### config.mk
export PLATFORM = sky130hd
export DESIGN_NAME = fifo_watermark_irq
export DESIGN_NICKNAME = d
export VERILOG_FILES = /design/src/rtl/fwirq_pkg.sv /design/src/rtl/fwirq_fifo.sv /design/src/rtl/fwirq_status.sv /design/src/rtl/fifo_watermark_irq.sv
export SDC_FILE = /design/constraint.sdc
export NUM_CORES = 2
export LEC_CHECK = 0
export BUFFER_PORTS_ARGS = -buffer_cell sky130_fd_sc_hd__buf_2
export CORE_MARGIN = 10
export CORE_UTILIZATION = 63
export DETAILED_ROUTE_END_ITERATION = 10
export GPL_ROUTABILITY_DRIVEN = 0
export HOLD_SLACK_MARGIN = 0.1
export PLACE_DENSITY = 0.8
export SLEW_MARGIN = 20
export SYNTH_ARGS = -nofsm -noshare
export SYNTH_HDL_FRONTEND = slang
export SYNTH_HIERARCHICAL = 1
export SYNTH_SLANG_ARGS = --single-unit
export TNS_END_PERCENT = 10
### constraint.sdc
create_clock -name clk -period 4.3 [get_ports clk]
set_input_delay 0.215 -clock clk [delete_from_list [all_inputs] [get_ports clk]]
set_output_delay 0.215 -clock clk [all_outputs]
set_load 0.03 [all_outputs]
### src/rtl/fwirq_pkg.sv
package fwirq_pkg;

    localparam int CNT_W = 8;
    localparam int LVL_W = 8;

    typedef enum logic [1:0] {
        ADDR_FIFO_CTRL = 2'd0,
        ADDR_FIFO_STAT = 2'd1,
        ADDR_IRQ_EN    = 2'd2,
        ADDR_IRQ_STAT  = 2'd3
    } reg_addr_e;

    // Interrupt bit positions, shared by the enable and status registers.
    localparam int BIT_RX_READY  = 0;
    localparam int BIT_TX_REQ    = 4;
    localparam int BIT_RX_OVF    = 8;
    localparam int BIT_XFER_DONE = 12;

    // FIFO control field positions.
    localparam int CTL_RX_LVL_LSB = 0;
    localparam int CTL_RX_FLUSH   = 15;
    localparam int CTL_TX_LVL_LSB = 16;
    localparam int CTL_TX_FLUSH   = 31;

    // FIFO status field positions.
    localparam int STA_RX_CNT_LSB = 0;
    localparam int STA_TX_CNT_LSB = 16;

    localparam int N_IRQ = 4;

    typedef struct packed {
        logic xfer_done;
        logic rx_ovf;
        logic tx_req;
        logic rx_ready;
    } irq_vec_t;

    typedef struct packed {
        logic [LVL_W-1:0] tx_lvl;
        logic [LVL_W-1:0] rx_lvl;
    } lvl_cfg_t;

    function automatic irq_vec_t pick_irq(input logic b_done, input logic b_ovf,
                                          input logic b_req, input logic b_rdy);
        irq_vec_t v;
        v.xfer_done = b_done;
        v.rx_ovf    = b_ovf;
        v.tx_req    = b_req;
        v.rx_ready  = b_rdy;
        return v;
    endfunction

    function automatic logic [31:0] irq_to_word(input irq_vec_t v);
        logic [31:0] w;
        w = '0;
        w[BIT_RX_READY]  = v.rx_ready;
        w[BIT_TX_REQ]    = v.tx_req;
        w[BIT_RX_OVF]    = v.rx_ovf;
        w[BIT_XFER_DONE] = v.xfer_done;
        return w;
    endfunction

    function automatic logic [31:0] ctrl_to_word(input lvl_cfg_t c);
        logic [31:0] w;
        w = '0;
        w[CTL_RX_LVL_LSB +: LVL_W] = c.rx_lvl;
        w[CTL_TX_LVL_LSB +: LVL_W] = c.tx_lvl;
        return w;
    endfunction

    function automatic logic [31:0] counts_to_word(input logic [CNT_W-1:0] rx_c,
                                                   input logic [CNT_W-1:0] tx_c);
        logic [31:0] w;
        w = '0;
        w[STA_RX_CNT_LSB +: CNT_W] = rx_c;
        w[STA_TX_CNT_LSB +: CNT_W] = tx_c;
        return w;
    endfunction

endpackage

### src/rtl/fwirq_fifo.sv
module fwirq_fifo #(
    parameter int DEPTH = 128,
    parameter int DW    = 8,
    parameter int CW    = 8
) (
    input  logic          clk,
    input  logic          rst,
    input  logic          flush,
    input  logic          push,
    input  logic [DW-1:0] wdata,
    input  logic          pop,
    output logic [DW-1:0] rdata,
    output logic [CW-1:0] count,
    output logic          drop
);
    localparam int            PTR_W    = $clog2(DEPTH);
    localparam logic [CW-1:0] FULL_CNT = CW'(DEPTH);

    logic [DW-1:0]    mem [DEPTH];
    logic [PTR_W-1:0] wp;
    logic [PTR_W-1:0] rp;
    logic             full;
    logic             empty;
    logic             do_push;
    logic             do_pop;

    assign full    = (count == FULL_CNT);
    assign empty   = (count == '0);
    assign do_push = push && !full && !flush;
    assign do_pop  = pop && !empty && !flush;
    assign drop    = push && full && !flush;
    assign rdata   = mem[rp];

    always_ff @(posedge clk) begin
        if (!rst && do_push) begin
            mem[wp] <= wdata;
        end
    end

    always_ff @(posedge clk) begin
        if (rst || flush) begin
            wp    <= '0;
            rp    <= '0;
            count <= '0;
        end else begin
            if (do_push) begin
                wp <= wp + 1'b1;
            end
            if (do_pop) begin
                rp <= rp + 1'b1;
            end
            case ({do_push, do_pop})
                2'b10:   count <= count + 1'b1;
                2'b01:   count <= count - 1'b1;
                default: count <= count;
            endcase
        end
    end

endmodule

### src/rtl/fwirq_status.sv
module fwirq_status #(
    parameter int N = 4
) (
    input  logic         clk,
    input  logic         rst,
    input  logic [N-1:0] set_v,
    input  logic [N-1:0] clr_v,
    input  logic [N-1:0] en_v,
    output logic [N-1:0] sts,
    output logic         irq
);
    logic [N-1:0] live;

    for (genvar i = 0; i < N; i++) begin : g_bit
        // A set request in the same cycle outranks a software clear.
        always_ff @(posedge clk) begin
            if (rst) begin
                sts[i] <= 1'b0;
            end else begin
                sts[i] <= set_v[i] | (sts[i] & ~clr_v[i]);
            end
        end
        assign live[i] = sts[i] & en_v[i];
    end

    assign irq = |live;

endmodule

### src/rtl/fifo_watermark_irq.sv
module fifo_watermark_irq
    import fwirq_pkg::*;
#(
    parameter int DEPTH = 128,
    parameter int DW    = 8
) (
    input  logic          clk,
    input  logic          rst,
    input  logic          reg_wr,
    input  logic [1:0]    reg_addr,
    input  logic [31:0]   reg_wdata,
    output logic [31:0]   reg_rdata,
    input  logic          tx_push,
    input  logic [DW-1:0] tx_wdata,
    input  logic          tx_pop,
    output logic [DW-1:0] tx_rdata,
    input  logic          rx_push,
    input  logic [DW-1:0] rx_wdata,
    input  logic          rx_pop,
    output logic [DW-1:0] rx_rdata,
    input  logic          xfer_done,
    output logic          irq
);
    localparam logic [LVL_W-1:0] LVL_RST = LVL_W'(DEPTH / 4 * 3);

    lvl_cfg_t          lvl;
    irq_vec_t          irq_en;
    irq_vec_t          irq_sts;
    irq_vec_t          irq_set;
    irq_vec_t          irq_clr;
    logic [CNT_W-1:0]  rx_cnt;
    logic [CNT_W-1:0]  tx_cnt;
    logic              rx_drop;
    logic              tx_drop;
    logic              ctrl_wr;
    logic              en_wr;
    logic              sts_wr;
    logic              rx_flush;
    logic              tx_flush;
    logic              unused_bits;

    assign ctrl_wr  = reg_wr && (reg_addr == ADDR_FIFO_CTRL);
    assign en_wr    = reg_wr && (reg_addr == ADDR_IRQ_EN);
    assign sts_wr   = reg_wr && (reg_addr == ADDR_IRQ_STAT);
    assign rx_flush = ctrl_wr && reg_wdata[CTL_RX_FLUSH];
    assign tx_flush = ctrl_wr && reg_wdata[CTL_TX_FLUSH];

    assign unused_bits = ^{reg_wdata[30:24], reg_wdata[14:13], reg_wdata[11:9], tx_drop};

    // Configuration registers
    always_ff @(posedge clk) begin
        if (rst) begin
            lvl.rx_lvl <= LVL_RST;
            lvl.tx_lvl <= LVL_RST;
            irq_en     <= '0;
        end else begin
            if (ctrl_wr) begin
                lvl.rx_lvl <= reg_wdata[CTL_RX_LVL_LSB +: LVL_W];
                lvl.tx_lvl <= reg_wdata[CTL_TX_LVL_LSB +: LVL_W];
            end
            if (en_wr) begin
                irq_en <= pick_irq(reg_wdata[BIT_XFER_DONE], reg_wdata[BIT_RX_OVF],
                                   reg_wdata[BIT_TX_REQ], reg_wdata[BIT_RX_READY]);
            end
        end
    end

    // FIFOs
    fwirq_fifo #(.DEPTH(DEPTH), .DW(DW), .CW(CNT_W)) u_tx_fifo (
        .clk   (clk),
        .rst   (rst),
        .flush (tx_flush),
        .push  (tx_push),
        .wdata (tx_wdata),
        .pop   (tx_pop),
        .rdata (tx_rdata),
        .count (tx_cnt),
        .drop  (tx_drop)
    );

    fwirq_fifo #(.DEPTH(DEPTH), .DW(DW), .CW(CNT_W)) u_rx_fifo (
        .clk   (clk),
        .rst   (rst),
        .flush (rx_flush),
        .push  (rx_push),
        .wdata (rx_wdata),
        .pop   (rx_pop),
        .rdata (rx_rdata),
        .count (rx_cnt),
        .drop  (rx_drop)
    );

    // Interrupt sources and software clears
    always_comb begin
        irq_set = pick_irq(xfer_done, rx_drop, (tx_cnt <= lvl.tx_lvl), (rx_cnt >= lvl.rx_lvl));
        if (sts_wr) begin
            irq_clr = pick_irq(reg_wdata[BIT_XFER_DONE], reg_wdata[BIT_RX_OVF],
                               reg_wdata[BIT_TX_REQ], reg_wdata[BIT_RX_READY]);
        end else begin
            irq_clr = '0;
        end
    end

    fwirq_status #(.N(N_IRQ)) u_status (
        .clk   (clk),
        .rst   (rst),
        .set_v (irq_set),
        .clr_v (irq_clr),
        .en_v  (irq_en),
        .sts   (irq_sts),
        .irq   (irq)
    );

    // Register read mux
    always_comb begin
        case (reg_addr)
            ADDR_FIFO_CTRL: reg_rdata = ctrl_to_word(lvl);
            ADDR_FIFO_STAT: reg_rdata = counts_to_word(rx_cnt, tx_cnt);
            ADDR_IRQ_EN:    reg_rdata = irq_to_word(irq_en);
            default:        reg_rdata = irq_to_word(irq_sts);
        endcase
    end

endmodule

==> flow_summary.json <==
{
  "vias": 43830,
  "place_area_um2": 85890,
  "critPathCaptureType": "primary output",
  "slowest_delay_ns": 0.55,
  "post-route-period-util_pct": 100.1,
  "worstHoldEndpoint": "irq_en[1]$_SDFFE_PP0P_",
  "reg2reg_depth": 6,
  "drtAntennaViolNets": 0,
  "ctsLongestPathBuffers": 3,
  "tightest_slew_ns": 1.108,
  "cap_violations": 0,
  "p_int_w": 0.03433,
  "root_buffer": "clkbuf_16",
  "ys_warn_count": 6,
  "avgSynthCellArea_um2": 19.46,
  "tritoncts": "built",
  "rows": 133,
  "ios": 107,
  "p_sw_share_pct": 23.99,
  "critPathSlowestCell": "dfxtp_4",
  "finalHoldViolations": 0,
  "die_y_um": 383.7,
  "wirelength_mm": 193.0,
  "clkTransAtPathRegs_ns": 0.06,
  "status": "finished, violations left",
  "finalWorstSetupSlack_ns": -0.003136,
  "synthesis.area_um2": 83350,
  "p_switching_w": 0.01084,
  "h-tree-depth": 4,
  "drtPass1Iterations": 6,
  "grt_pass1_vias": 43920,
  "relSlewSlack_pct": 25.97,
  "drtIter0Drc": 5921,
  "finClkSkew_ns": 0.03718,
  "final_area_um2": 93050,
  "drcViolationCount": 0,
  "die_w_um": 383.7,
  "io_buffers": 80,
  "r2r-start": "u_rx_fifo/count[1]$_SDFFE_PP0P_",
  "area_delta_synth_final_pct": 11.63,
  "final_cells": 6430,
  "rrSetupSlack_ns": 0.34,
  "combPwrFrac_pct": 11.9,
  "grt_pass1_wl_mm": 286.3,
  "wl_per_cell_um": 30.01,
  "power_frac_seq_pct": 51.1,
  "start_util_pct": 63.40,
  "cts.sink_count": 2130,
  "p_leak_nw": 28.58,
  "final_common_cell": "edfxtp_1",
  "diodes": 0,
  "drive_above_1_share_pct": 21.86,
  "antenna_found_initial": 0,
  "worst_ep_arrival_time_ns": 4.09,
  "clock.fmax_mhz": 232.4,
  "cts_made_buffers": 196,
  "grt_overflow": 0,
  "hold_path.class": "input port to flop",
  "power_w": 0.04517,
  "clock_latency_ns": 0.83,
  "syn-instance-count": 4283,
  "nFillCells": 7400,
  "r2r-end": "u_rx_fifo/mem[26][0]$_DFFE_PP_",
  "dieArea_um2": 147300,
  "grt_use_total_pct": 25.96,
  "place_ws_ns": 0.4719,
  "final_cell_mix": "2,048 x edfxtp_1, 386 x mux4_2, 364 x nor2_1",
  "grt_max_degree": 91,
  "dp.cells": 5989,
  "hold_depth": 5,
  "min_from": "reg_addr[1]",
  "p_clk_share_pct": 37.0,
  "core_um2": 131500,
  "viasPerCell": 6.817,
  "slew_violations": 0,
  "hpwl_mm": 110.2,
  "rsz0062_at_grt": "true",
  "vdd_drop_max_mv": 0.5482,
  "violations": "setup timing",
  "nNetsFinal": 4604,
  "worstSetupPathType": "flop to primary output",
  "power_per_cell_area_nw_per_um2": 485.5,
  "setup_violations": 1,
  "layout.area.seq_um2": 63160,
  "finalCriticalPeriod_ns": 4.303,
  "cp-start-kind": "flop",
  "cp_data_required_time_ns": 4.09,
  "cp_cell_sequence": "buf_12, mux4_2, a22o_1, a221oi_1, o22ai_1, nor3_1, o221ai_2, buf_2",
  "critPathMaxFanout": 22,
  "multiInputGateArea_um2": 19020
}
[power groups by stage]
stage | combinational (W) | clock (W) | sequential, W
6_report | 0.00538 | 0.0167 | 0.0231
5_1_grt | 0.00573 | 0.0177 | 0.0231
4_1_cts | 0.00528 | 0.0169 | 0.0231
3_5_place_dp | 0.00513 | 0 | 0.0235
3_3_place_gp | 0.00502 | 0 | 0.0235
2_1_floorplan | 0.00358 | 0 | 0.0234
[state kept, by name, indices dropped and copies added, names as in the netlist, named ones only]
signal / cells
u_status/sts: 4
lvl: 16
u_rx_fifo/mem: 1024
u_tx_fifo/rp: 7
u_tx_fifo/count: 8
u_rx_fifo/wp: 7
u_tx_fifo/mem: 1024
irq_en: 4
u_rx_fifo/count: 8
u_tx_fifo/wp: 7
u_rx_fifo/rp: 7
[through the flow]
stage | setup TNS [ns] | hold slack [ns] | util, %
after floorplan | 0 | 0.2841 | -
after global placement | 0 | 0.4575 | 65.34
after detailed placement | 0 | 0.4645 | 65.34
after CTS | -0.1261 | 0.1052 | 70.65
after global routing | -0.2846 | 0.1919 | 70.78
final | -0.003136 | 0.1543 | 70.78
[worst max-delay path: cells and delay by family, from the launching register on]
family                 cells  cell delay [ns]
AO/OA/AOI/OAI              4             1.15
buffers and inverters      2             0.50
multiplexers               1             0.55
flip-flops                 1             0.55
AND/OR/NAND/NOR            1             0.53
[repair_timing]
item,4_1_cts,5_1_grt
setup endpoints to repair,16,16
pin swaps,0,1
endpoints found under the hold margin,1078,0
hold buffers,77,0
resized for setup,19,30
setup buffers,1,0
[worst max-delay path by stage]
stage	from	endpoint	slack, ns	cells after the start
6_report	flop	rx_rdata[1]	-0.003	8
5_1_grt	flop	rx_rdata[1]	-0.06	8
4_1_cts	flop	rx_rdata[6]	-0.06	8
3_5_place_dp	reg_addr[1]	u_rx_fifo/mem[50][2]$_DFFE_PP_	0.47	9
3_3_place_gp	reg_addr[1]	u_rx_fifo/mem[10][1]$_DFFE_PP_	0.61	9
2_1_floorplan	u_rx_fifo/count[5]$_SDFFE_PP0P_	u_rx_fifo/count[6]$_SDFFE_PP0P_	1.32	12
[layer usage]
layer	vias up	part of all wire [%]	GRT usage, %
li1	17950	-	-
met1	22470	37	35.85
met2	2938	49	41.49
met3	476	11	5.595
met4	0	3.5	8.952
met5	-	0	0
[area by class of cell]
cell class	count	share of cell area [%]
sequential	2130	67.88
tap	1755	2.360
multi-input combinational	1875	20.44
clock buffer	250	5.556
inverter	38	0.1533
clock inverter	113	1.039
timing repair buffer	269	2.574
Note: power is estimated with default switching activity, not from simulation.
